$ cat config.mk
export PLATFORM = sky130hd
export DESIGN_NAME = midi_host_if
export DESIGN_NICKNAME = d
export VERILOG_FILES = /design/src/rtl/midi_pkg.sv /design/src/rtl/midi_strobe.sv /design/src/rtl/midi_cmd_ctrl.sv /design/src/rtl/midi_rx_hold.sv /design/src/rtl/midi_tx_hold.sv /design/src/rtl/midi_host_if.sv
export SDC_FILE = /design/constraint.sdc
export NUM_CORES = 1
export LEC_CHECK = 0
export ABC_AREA = 1
export CORE_ASPECT_RATIO = 0.8
export CORE_UTILIZATION = 44
export DETAILED_ROUTE_END_ITERATION = 8
export PLACE_DENSITY = 0.82
export SKIP_LAST_GASP = 1
export SYNTH_ARGS = -nofsm -noshare
export SYNTH_HDL_FRONTEND = slang
export SYNTH_SLANG_ARGS = --single-unit
$ cat constraint.sdc
create_clock -name clk_i -period 1.8 [get_ports clk_i]
set_clock_uncertainty 0.15 [all_clocks]
set_input_delay 0.27 -clock clk_i [delete_from_list [all_inputs] [get_ports clk_i]]
set_output_delay 0.27 -clock clk_i [all_outputs]
set_load 0.01 [all_outputs]
$ cat src/rtl/midi_pkg.sv
package midi_pkg;
  localparam int unsigned BYTE_W = 8;
  typedef logic [BYTE_W-1:0] byte_t;
  typedef enum logic {MODE_CMD = 1'b0, MODE_UART = 1'b1} mode_e;
  localparam byte_t CMD_ENTER_UART = 8'h3F;
  localparam byte_t CMD_RESET      = 8'hFF;
  localparam byte_t ACK_BYTE       = 8'hFE;
  localparam int unsigned ST_TX_BUSY  = 6;
  localparam int unsigned ST_RX_EMPTY = 7;
endpackage

$ cat src/rtl/midi_strobe.sv
module midi_strobe (
  input  logic clk_i,
  input  logic rst_ni,
  input  logic cs_i,
  input  logic addr_i,
  input  logic rd_ni,
  input  logic wr_ni,
  output logic dat_wr_o,
  output logic cmd_wr_o,
  output logic dat_rd_done_o
);
  logic wr_q, rd_q, rd_cs_q, rd_addr_q, wr_fall;

  always_ff @(posedge clk_i or negedge rst_ni) begin
    if (!rst_ni) begin
      wr_q      <= 1'b1;
      rd_q      <= 1'b1;
      rd_cs_q   <= 1'b0;
      rd_addr_q <= 1'b0;
    end else begin
      wr_q <= wr_ni;
      rd_q <= rd_ni;
      if (!rd_ni) begin
        rd_cs_q   <= cs_i;
        rd_addr_q <= addr_i;
      end
    end
  end

  // act once per write on the assertion edge; read side effect on release
  assign wr_fall       = wr_q && !wr_ni && cs_i;
  assign dat_wr_o      = wr_fall && !addr_i;
  assign cmd_wr_o      = wr_fall && addr_i;
  assign dat_rd_done_o = !rd_q && rd_ni && rd_cs_q && !rd_addr_q;
endmodule

$ cat src/rtl/midi_cmd_ctrl.sv
module midi_cmd_ctrl
  import midi_pkg::*;
(
  input  logic  clk_i,
  input  logic  rst_ni,
  input  logic  cmd_wr_i,
  input  byte_t cmd_i,
  output logic  uart_mode_o,
  output logic  ack_o,
  output logic  flush_o
);
  mode_e mode_q, mode_d;
  logic  is_rst, is_enter;

  assign is_rst   = cmd_i == CMD_RESET;
  assign is_enter = cmd_i == CMD_ENTER_UART;

  always_comb begin
    mode_d = mode_q;
    if (cmd_wr_i) begin
      if (is_rst)                            mode_d = MODE_CMD;
      else if (is_enter && mode_q == MODE_CMD) mode_d = MODE_UART;
    end
  end

  always_ff @(posedge clk_i or negedge rst_ni) begin
    if (!rst_ni) mode_q <= MODE_CMD;
    else         mode_q <= mode_d;
  end

  assign uart_mode_o = mode_q == MODE_UART;
  assign ack_o       = cmd_wr_i && mode_q == MODE_CMD && (is_rst || is_enter);
  assign flush_o     = cmd_wr_i && is_rst;

  assert_uart_sticky_R8: assert property (@(posedge clk_i) disable iff (!rst_ni)
    (uart_mode_o && cmd_wr_i && cmd_i != CMD_RESET) |=> uart_mode_o);
  assert_rst_exits_R9: assert property (@(posedge clk_i) disable iff (!rst_ni)
    (cmd_wr_i && cmd_i == CMD_RESET) |=> !uart_mode_o);
endmodule

$ cat src/rtl/midi_rx_hold.sv
module midi_rx_hold
  import midi_pkg::*;
(
  input  logic  clk_i,
  input  logic  rst_ni,
  input  logic  en_i,
  input  logic  ack_i,
  input  logic  flush_i,
  input  logic  pop_i,
  input  byte_t rx_data_i,
  input  logic  rx_valid_i,
  output logic  rx_ready_o,
  output logic  pend_o,
  output byte_t data_o
);
  logic  pend_q, take;
  byte_t data_q;

  assign rx_ready_o = en_i && !pend_q;
  assign take       = rx_valid_i && rx_ready_o;

  // priority: acknowledge, flush, capture, host pop
  always_ff @(posedge clk_i or negedge rst_ni) begin
    if (!rst_ni) begin
      pend_q <= 1'b0;
      data_q <= '0;
    end else if (ack_i) begin
      pend_q <= 1'b1;
      data_q <= ACK_BYTE;
    end else if (flush_i) begin
      pend_q <= 1'b0;
    end else if (take) begin
      pend_q <= 1'b1;
      data_q <= rx_data_i;
    end else if (pop_i) begin
      pend_q <= 1'b0;
    end
  end

  assign pend_o = pend_q;
  assign data_o = data_q;

  assert_rx_capture_R7: assert property (@(posedge clk_i) disable iff (!rst_ni)
    (take && !flush_i && !ack_i) |=> (pend_o && data_o == $past(rx_data_i)));
  assert_flush_empties_R9: assert property (@(posedge clk_i) disable iff (!rst_ni)
    (flush_i && !ack_i) |=> !pend_o);
endmodule

$ cat src/rtl/midi_tx_hold.sv
module midi_tx_hold
  import midi_pkg::*;
(
  input  logic  clk_i,
  input  logic  rst_ni,
  input  logic  en_i,
  input  logic  wr_i,
  input  byte_t data_i,
  input  logic  tx_ready_i,
  output logic  tx_valid_o,
  output byte_t tx_data_o
);
  logic  valid_q, accept;
  byte_t data_q;

  // a write is taken if the slot is empty or drains in the same cycle
  assign accept = wr_i && en_i && (!valid_q || tx_ready_i);

  always_ff @(posedge clk_i or negedge rst_ni) begin
    if (!rst_ni) begin
      valid_q <= 1'b0;
      data_q  <= '0;
    end else if (accept) begin
      valid_q <= 1'b1;
      data_q  <= data_i;
    end else if (tx_ready_i) begin
      valid_q <= 1'b0;
    end
  end

  assign tx_valid_o = valid_q;
  assign tx_data_o  = data_q;

  assert_tx_hold_R5: assert property (@(posedge clk_i) disable iff (!rst_ni)
    (tx_valid_o && !tx_ready_i) |=> (tx_valid_o && $stable(tx_data_o)));
  assert_tx_cmd_mode_R4: assert property (@(posedge clk_i) disable iff (!rst_ni)
    (!en_i && !tx_valid_o) |=> !tx_valid_o);
endmodule

$ cat src/rtl/midi_host_if.sv
module midi_host_if
  import midi_pkg::*;
(
  input  logic        clk_i,
  input  logic        rst_ni,
  input  logic        cs_i,
  input  logic        addr_i,
  input  logic        rd_ni,
  input  logic        wr_ni,
  input  logic [7:0]  wdata_i,
  output logic [7:0]  rdata_o,
  output logic        irq_o,
  output logic [7:0]  tx_data_o,
  output logic        tx_valid_o,
  input  logic        tx_ready_i,
  input  logic [7:0]  rx_data_i,
  input  logic        rx_valid_i,
  output logic        rx_ready_o
);
  logic  dat_wr, cmd_wr, dat_rd_done, uart_mode, ack, flush, rx_pend;
  byte_t rx_byte, status;

  midi_strobe i_strobe (
    .clk_i, .rst_ni, .cs_i, .addr_i, .rd_ni, .wr_ni,
    .dat_wr_o(dat_wr), .cmd_wr_o(cmd_wr), .dat_rd_done_o(dat_rd_done)
  );

  midi_cmd_ctrl i_cmd (
    .clk_i, .rst_ni, .cmd_wr_i(cmd_wr), .cmd_i(wdata_i),
    .uart_mode_o(uart_mode), .ack_o(ack), .flush_o(flush)
  );

  midi_rx_hold i_rx (
    .clk_i, .rst_ni, .en_i(uart_mode), .ack_i(ack), .flush_i(flush),
    .pop_i(dat_rd_done), .rx_data_i, .rx_valid_i, .rx_ready_o,
    .pend_o(rx_pend), .data_o(rx_byte)
  );

  midi_tx_hold i_tx (
    .clk_i, .rst_ni, .en_i(uart_mode), .wr_i(dat_wr), .data_i(wdata_i),
    .tx_ready_i, .tx_valid_o, .tx_data_o
  );

  always_comb begin
    status = '0;
    status[ST_RX_EMPTY] = !rx_pend;
    status[ST_TX_BUSY]  = tx_valid_o;
  end

  assign rdata_o = addr_i ? status : rx_byte;
  assign irq_o   = rx_pend;

  assert_no_rx_cmd_mode_R4: assert property (@(posedge clk_i) disable iff (!rst_ni)
    (cmd_wr && wdata_i == CMD_RESET) |=> !rx_ready_o);
  assert_irq_clear_R7: assert property (@(posedge clk_i) disable iff (!rst_ni)
    (dat_rd_done && !rx_valid_i && !cmd_wr) |=> !irq_o);
endmodule

==> results of run 1 <==
metrics by stage:
step	TNS, ns	util, %
CTS	0	69.6
global placement	-1.90	68.8
finish	0	69.6
floorplan	0	-
global route	0	69.6
detailed placement	-2.22	68.8
final timing paths:
path,start,end,slack [ns],depth (start not counted)
worst max register to register,i_strobe.wr_q,i_rx.data_o[5],0.18,7
max in group asynchronous,rst_ni,i_strobe.wr_q,1.08,2
worst min register to register,i_rx.data_o[2],i_rx.data_o[2],0.35,2
worst min-delay path,rst_ni,i_rx.data_o[2],0.15,2
worst max-delay path,i_rx.pend_o,irq_o,0.07,1
min in group clk_i,rd_ni,i_strobe.rd_q,0.32,1
layer usage:
| layer | routed length, µm | track usage, % |
|---|---|---|
| met1 | 1110 | 24.2 |
| met3 | 104 | 3.98 |
| met5 | 0 | 0 |
| met2 | 1510 | 39.0 |
| met4 | 27 | 5.68 |
state kept, by name, indices dropped and copies added, names as in the netlist:
signal	count
i_cmd.uart_mode_o	1
i_rx.data_o	8
i_rx.pend_o	1
i_strobe.rd_addr_q	1
i_strobe.rd_cs_q	1
i_strobe.rd_q	1
i_strobe.wr_q	1
i_tx.tx_data_o	8
i_tx.tx_valid_o	1
placed cells by master (no fill, tap or decap), types with 2 or more instances in the layout:
cell type	n
buf_4	11
clkbuf_4	3
clkdlybuf4s50_1	33
dfrtp_1	21
dfstp_2	2
dlygate4sd2_1	9
inv_1	26
inv_2	2
nand2_1	47
nand2_2	5
nand2_4	2
nand3_1	11
nor2_1	11
nor2_2	2
nor2_4	2
o21ai_0	2
o21ai_1	8
logic make-up (layout without fill, tap and decap cells):
group | count (synthesis) | after routing
AOI/OAI and AO/OA | 13 | 13
buffers and inverters | 31 | 86
DFF | 23 | 23
muxes | 1 | 1
and+or+nand+nor | 83 | 83
what timing repair did:
| action | in CTS | in global routing |
|---|---|---|
| hold buffers | 0 | 0 |
| setup endpoints to repair | 9 | 0 |
| endpoints found under the hold margin | 0 | 0 |
| gates resized for setup | 9 | 0 |
| setup buffers | 1 | 0 |
power by group:
part / internal, mW / switching [mW]
Clock: 0.0865 / 0.144
Combinational: 0.321 / 0.329
Sequential: 0.656 / 0.0812
Total: 1.06 / 0.555
layout make-up:
cell class	count	area [µm²]	share of cell area [%]
Sequential cell	23	578	32.9
Multi-Input combinational cell	97	502	28.6
Timing Repair Buffer	53	492	28.0
Inverter	29	114	6.48
Tap cell	36	45.0	2.56
Clock buffer	4	26.3	1.50
==> results by group, run 1 <==
Clocking
  • Clock root buffer: clkbuf_4
  • Clk buf depth: 2
  • CTS buffer count: 3
  • CTS Sinks: 23
  • Worst skew pair latency: 0.31 ns
  • CTS H-tree depth: 1
  • Reg clk slew, reported paths: 0.12 ns
  • CTS tree: built

Placement
  • Cell Area, Placed: 1730 µm²
  • Post-DP HPWL: 2220 µm
  • Gp weighted congestion: 0.760
  • Dpl ws: -0.204 ns
  • IO Port Bufs: 42
  • Placed cells: 237

STA
  • Max-slew headroom: 72.6%
  • Crit share post-route: 96.0%
  • Fmax: 578 MHz
  • Final setup viols: 0
  • Final WS setup: 0.0713 ns
  • Least-Margin Pin Slew: 0.409 ns
  • Min cycle time layout: 1.73 ns
  • RSZ-0062 raised after global routing: false
  • Worst hold margin: 0.147 ns
  • Final hold vios: 0
  • Max-slew violations: 0

Yosys
  • Commonest cells post-synth: nand2_1 (47), inv_1 (26), dfrtp_1 (21)
  • Synth top area share: 43.6%
  • Mapped Cells: 151
  • Area contributors post-synth: dfrtp_1 (44%), nand2_1 (15%), inv_1 (8.1%), nand3_1 (4.6%), dfstp_2 (4.4%)
  • Most numerous cell in the Yosys netlist: nand2_1
  • Seq/Total Area, Yosys: 47.9%
  • Compound-Gate Fraction of Synth Area: 6.74%
  • EDFF count, synth: 0
  • Post-synthesis mux area share: 0.934%
  • Yosys reg bits: 23
  • Largest family of logic cells by synthesized area: simple AND/OR/NAND/NOR gates
  • Post-synthesis adder-cell area fraction: 0%
  • Ys async rst share: 100%
  • Post-synthesis simple-gate area fraction: 33.9%
  • Synth area leader: dfrtp_1
  • Syn Std Cell Area: 1210 µm²
  • Netlist cell types: 23
  • Syn_nets: 175
  • Xor/xnor share of the synthesized area: 0%
  • Syn Area/Cell: 7.99 µm²
  • Syn. warnings: 0
  • Post-synth top flop: dfrtp_1

Pwr
  • Peak supply drop: 634 µV
  • Leakage: 0.924 nW
  • PwrDens: 921 nW/µm²
  • Total power: 1.62 mW

Route
  • WL/cell: 11.3 µm
  • Routed via count: 1094
  • Drt initial violations: 29
  • Vias per inst: 4.52
  • DRC: 0
  • 1st-pass router iterations: 4
  • Total Wirelength: 2740 µm
  • DRT antenna net count: 0

Status
  • Status: finished clean

Cells and area
  • Number of fill cells in the layout: 234
  • Design area: 1760 µm²
  • N_diodes: 0
  • Layout net count: 231
  • P&R area growth vs syn: 45.6%
  • Non-Filler Instances: 242
  • Share of cells above drive strength 1: 16.5%

Critical path
  • Nature of the critical path endpoint: primary output
  • Crit-path max FO: 4
  • Bufs and invs on worst path: 1
  • Critical path class: reg2out
  • Data arrival, critical path: 1.31 ns
  • Worst endpoint required time: 1.38 ns
  • Worst setup SP type: register
  • Critical-path cell list: clkdlybuf4s50_1
  • Critical path's largest stage delay: 0.57 ns
  • Critical path's slowest cell: clkdlybuf4s50_1
  • Worst path top cell family by delay: buffers and inverters

Floorplan
  • Die area: 2960 µm²
  • Rows: 16
  • Core ar.: 2520 µm²
  • Die height: 48.8 µm
  • I/O pin count: 43
  • DIE WIDTH: 60.5 µm
  • Initial Utilization: 47.8%

Global routing
  • GRT Total Usage: 21.1%
  • Initial antenna violation count: 0
  • Global-route wire length before repair: 4660 µm
  • Pin count of the biggest net entering global routing: 24
  • Vias in the first global route: 1068
  • Grt total ovfl: 0

Job
  • Max_cap viols: 0

Worst hold path
  • Hold WC Path Type: in2async
(Power assumes the default switching activity.)
==> run 2, diff against run 1 <==
Clock period 1.8 ns to 1.6 ns, I/O delays scaled along.
==> run 2 against run 1 <==
  * Setup slack worse by 0.028 ns
  * Cell count up 2.5%
  * Wire length up 11%
  * Sequential power up 12%
  * Cell area up 2.2%
  * First-iteration DRC count up 10%
  * Via count up 6.5%
  * Clock-buffer cell count unchanged
  * Core utilization up 1.5 points
  * Sequential cell count unchanged
  * Die area unchanged
==> results by group, run 2 (same netlist as run 1, synthesis figures left out) <==
Critical path
  • Critical path class: reg2reg
  • Critical path's largest stage delay: 0.56 ns (about the same)
  • Critical-path cell list: nand2_2 > nor2_8 > buf_4 > nand4_2 > o21ai_1
  • Worst setup SP type: register
  • Crit-path max FO: 8 (+4)
  • Worst path top cell family by delay: flip-flops
  • Worst endpoint required time: 1.70 ns (+0.32 ns)
  • Bufs and invs on worst path: 1 (unchanged)
  • Data arrival, critical path: 1.65 ns (+0.34 ns)
  • Critical path's slowest cell: dfstp_2
  • Nature of the critical path endpoint: register

STA
  • Worst hold margin: 0.103 ns (-0.0438 ns)
  • Final setup viols: 0 (unchanged)
  • Max-slew violations: 0 (unchanged)
  • RSZ-0062 raised after global routing: true
  • Fmax: 642 MHz
  • Max-slew headroom: 77.1% (+4.5 points)
  • Final hold vios: 0 (unchanged)
  • Least-Margin Pin Slew: 0.342 ns (-0.0670 ns)
  • Min cycle time layout: 1.56 ns
  • Crit share post-route: 97.3%

Route
  • DRC: 0 (unchanged)
  • Drt initial violations: 32 (+10%)
  • 1st-pass router iterations: 5 (+1)
  • Total Wirelength: 3030 µm (+11%)
  • WL/cell: 12.2 µm (+7.9%)
  • DRT antenna net count: 0 (unchanged)
  • Vias per inst: 4.70 (+3.9%)
  • Routed via count: 1165 (+6.5%)

Cells and area
  • Share of cells above drive strength 1: 21.2% (+4.7 points)
  • Number of fill cells in the layout: 214 (-8.5%)
  • Design area: 1800 µm² (+2.2%)
  • N_diodes: 0 (unchanged)
  • Commonest non-fill, non-tap cell in the layout: nand2_1
  • P&R area growth vs syn: 48.9%
  • Non-Filler Instances: 248 (+2.5%)
  • Most frequent cells in the layout: nand2_1 (47), inv_1 (26), clkdlybuf4s50_1 (22)
  • Layout net count: 237 (+2.6%)

Placement
  • Gp weighted congestion: 0.741 (-2.5%)
  • IO Port Bufs: 42 (unchanged)
  • Placed cells: 240 (+1.3%)
  • Cell Area, Placed: 1760 µm² (+1.3%)
  • Post-DP HPWL: 2240 µm (+1.1%)

Status
  • Status: finished clean

Floorplan
  • I/O pin count: 43 (unchanged)
  • DIE WIDTH: 60.5 µm (unchanged)
  • Initial Utilization: 47.8% (unchanged)
  • Rows: 16 (unchanged)
  • Die height: 48.8 µm (unchanged)
  • Core ar.: 2520 µm² (unchanged)
  • Die area: 2960 µm² (unchanged)

Clocking
  • Reg clk slew, reported paths: 0.12 ns (about the same)
  • Clock root buffer: clkbuf_4
  • Clk buf depth: 2 (unchanged)
  • CTS buffer count: 3 (unchanged)
  • CTS tree: built
  • CTS Sinks: 23 (unchanged)
  • Worst skew pair latency: 0.32 ns (about the same)
  • CTS H-tree depth: 1 (unchanged)

Worst hold path
  • Hold WC Path Type: in2async

Global routing
  • Vias in the first global route: 1177 (+10%)
  • GRT Total Usage: 22.2% (+1.1 points)
  • Global-route wire length before repair: 4810 µm (+3.3%)
  • Grt total ovfl: 0 (unchanged)
  • Initial antenna violation count: 0 (unchanged)
  • Pin count of the biggest net entering global routing: 24 (unchanged)

Pwr
  • Total power: 1.85 mW (+14%)
  • PwrDens: 1030 nW/µm² (+12%)
  • Leakage: 0.966 nW (+4.5%)
  • Peak supply drop: 736 µV (+16%)

Job
  • Max_cap viols: 0 (unchanged)
==> run 2: cell types whose count changed in the layout (fill, tap and decap cells not counted), moves of 3 or more <==
| cell | previous run | this run |
|---|---|---|
| clkdlybuf4s50_1 | 33 | 22 |
| buf_2 | 0 | 3 |
| buf_4 | 11 | 15 |
| dlygate4sd2_1 | 9 | 16 |
==> run 2: timing repair <==
item,in CTS,in global routing
buffers inserted,2,0
setup endpoints to repair,20,15
pin swaps,1,1
gates cloned,0,2
hold buffers,0,0
resized for setup,31,3
==> run 2: path summary, 6_finish.rpt <==
kind	to	depth (start not counted)	slack, ns	startpoint
min reg2reg	i_rx.data_o[2]	2	0.35	i_rx.data_o[2]
min in group clk_i	i_strobe.rd_q	1	0.29	rd_ni
max in group asynchronous	i_strobe.rd_q	2	0.92	rst_ni
max	i_tx.tx_data_o[0]	5	0.04	i_strobe.wr_q
min	i_tx.tx_data_o[1]	2	0.10	rst_ni
max reg2reg	i_tx.tx_data_o[0]	5	0.04	i_strobe.wr_q
==> run 2: power breakdown <==
part           switching [mW]  total [mW]  internal [mW]  leakage, nW
Clock                   0.170       0.268         0.0977       0.0150
Combinational           0.402       0.759          0.357        0.676
Sequential             0.0834       0.822          0.738        0.275
==> run 2: metrics by stage <==
stage | setup slack (ns) | setup TNS (ns) | utilization (%)
6_report | 0.0429 | 0 | 71.2
5_1_grt | -0.0210 | -0.0270 | 71.2
4_1_cts | 0.0243 | 0 | 69.9
3_5_place_dp | -0.342 | -6.26 | 69.6
3_3_place_gp | -0.322 | -5.66 | 69.6
2_1_floorplan | 0.141 | 0 | -
==> run 2: worst register-to-register path: cells and delay by family, from the launching register on <==
| family | cells | cell delay (ns) |
|---|---|---|
| flip-flops | 1 | 0.56 |
| AO/OA/AOI/OAI | 1 | 0.23 |
| buffers and inverters | 1 | 0.14 |
| AND/OR/NAND/NOR | 3 | 0.41 |
==> run 2: area by class of cell <==
| type | instances | area (µm²) | share of cell area (%) |
|---|---|---|---|
| clock buffer | 4 | 26.3 | 1.46 |
| inverter | 29 | 114 | 6.34 |
| multi-input combinational | 99 | 533 | 29.7 |
| sequential | 23 | 578 | 32.2 |
| tap | 36 | 45.0 | 2.51 |
| timing repair buffer | 57 | 499 | 27.8 |
==> run 2: routing by layer <==
| layer | share of wire [%] | track usage [%] | up-vias |
|---|---|---|---|
| met5 | 0 | 0 | - |
| met3 | 3.8 | 5.57 | 5 |
| met4 | 1.5 | 7.95 | 0 |
| li1 | - | - | 590 |
| met2 | 54 | 39.0 | 25 |
| met1 | 40 | 25.5 | 545 |
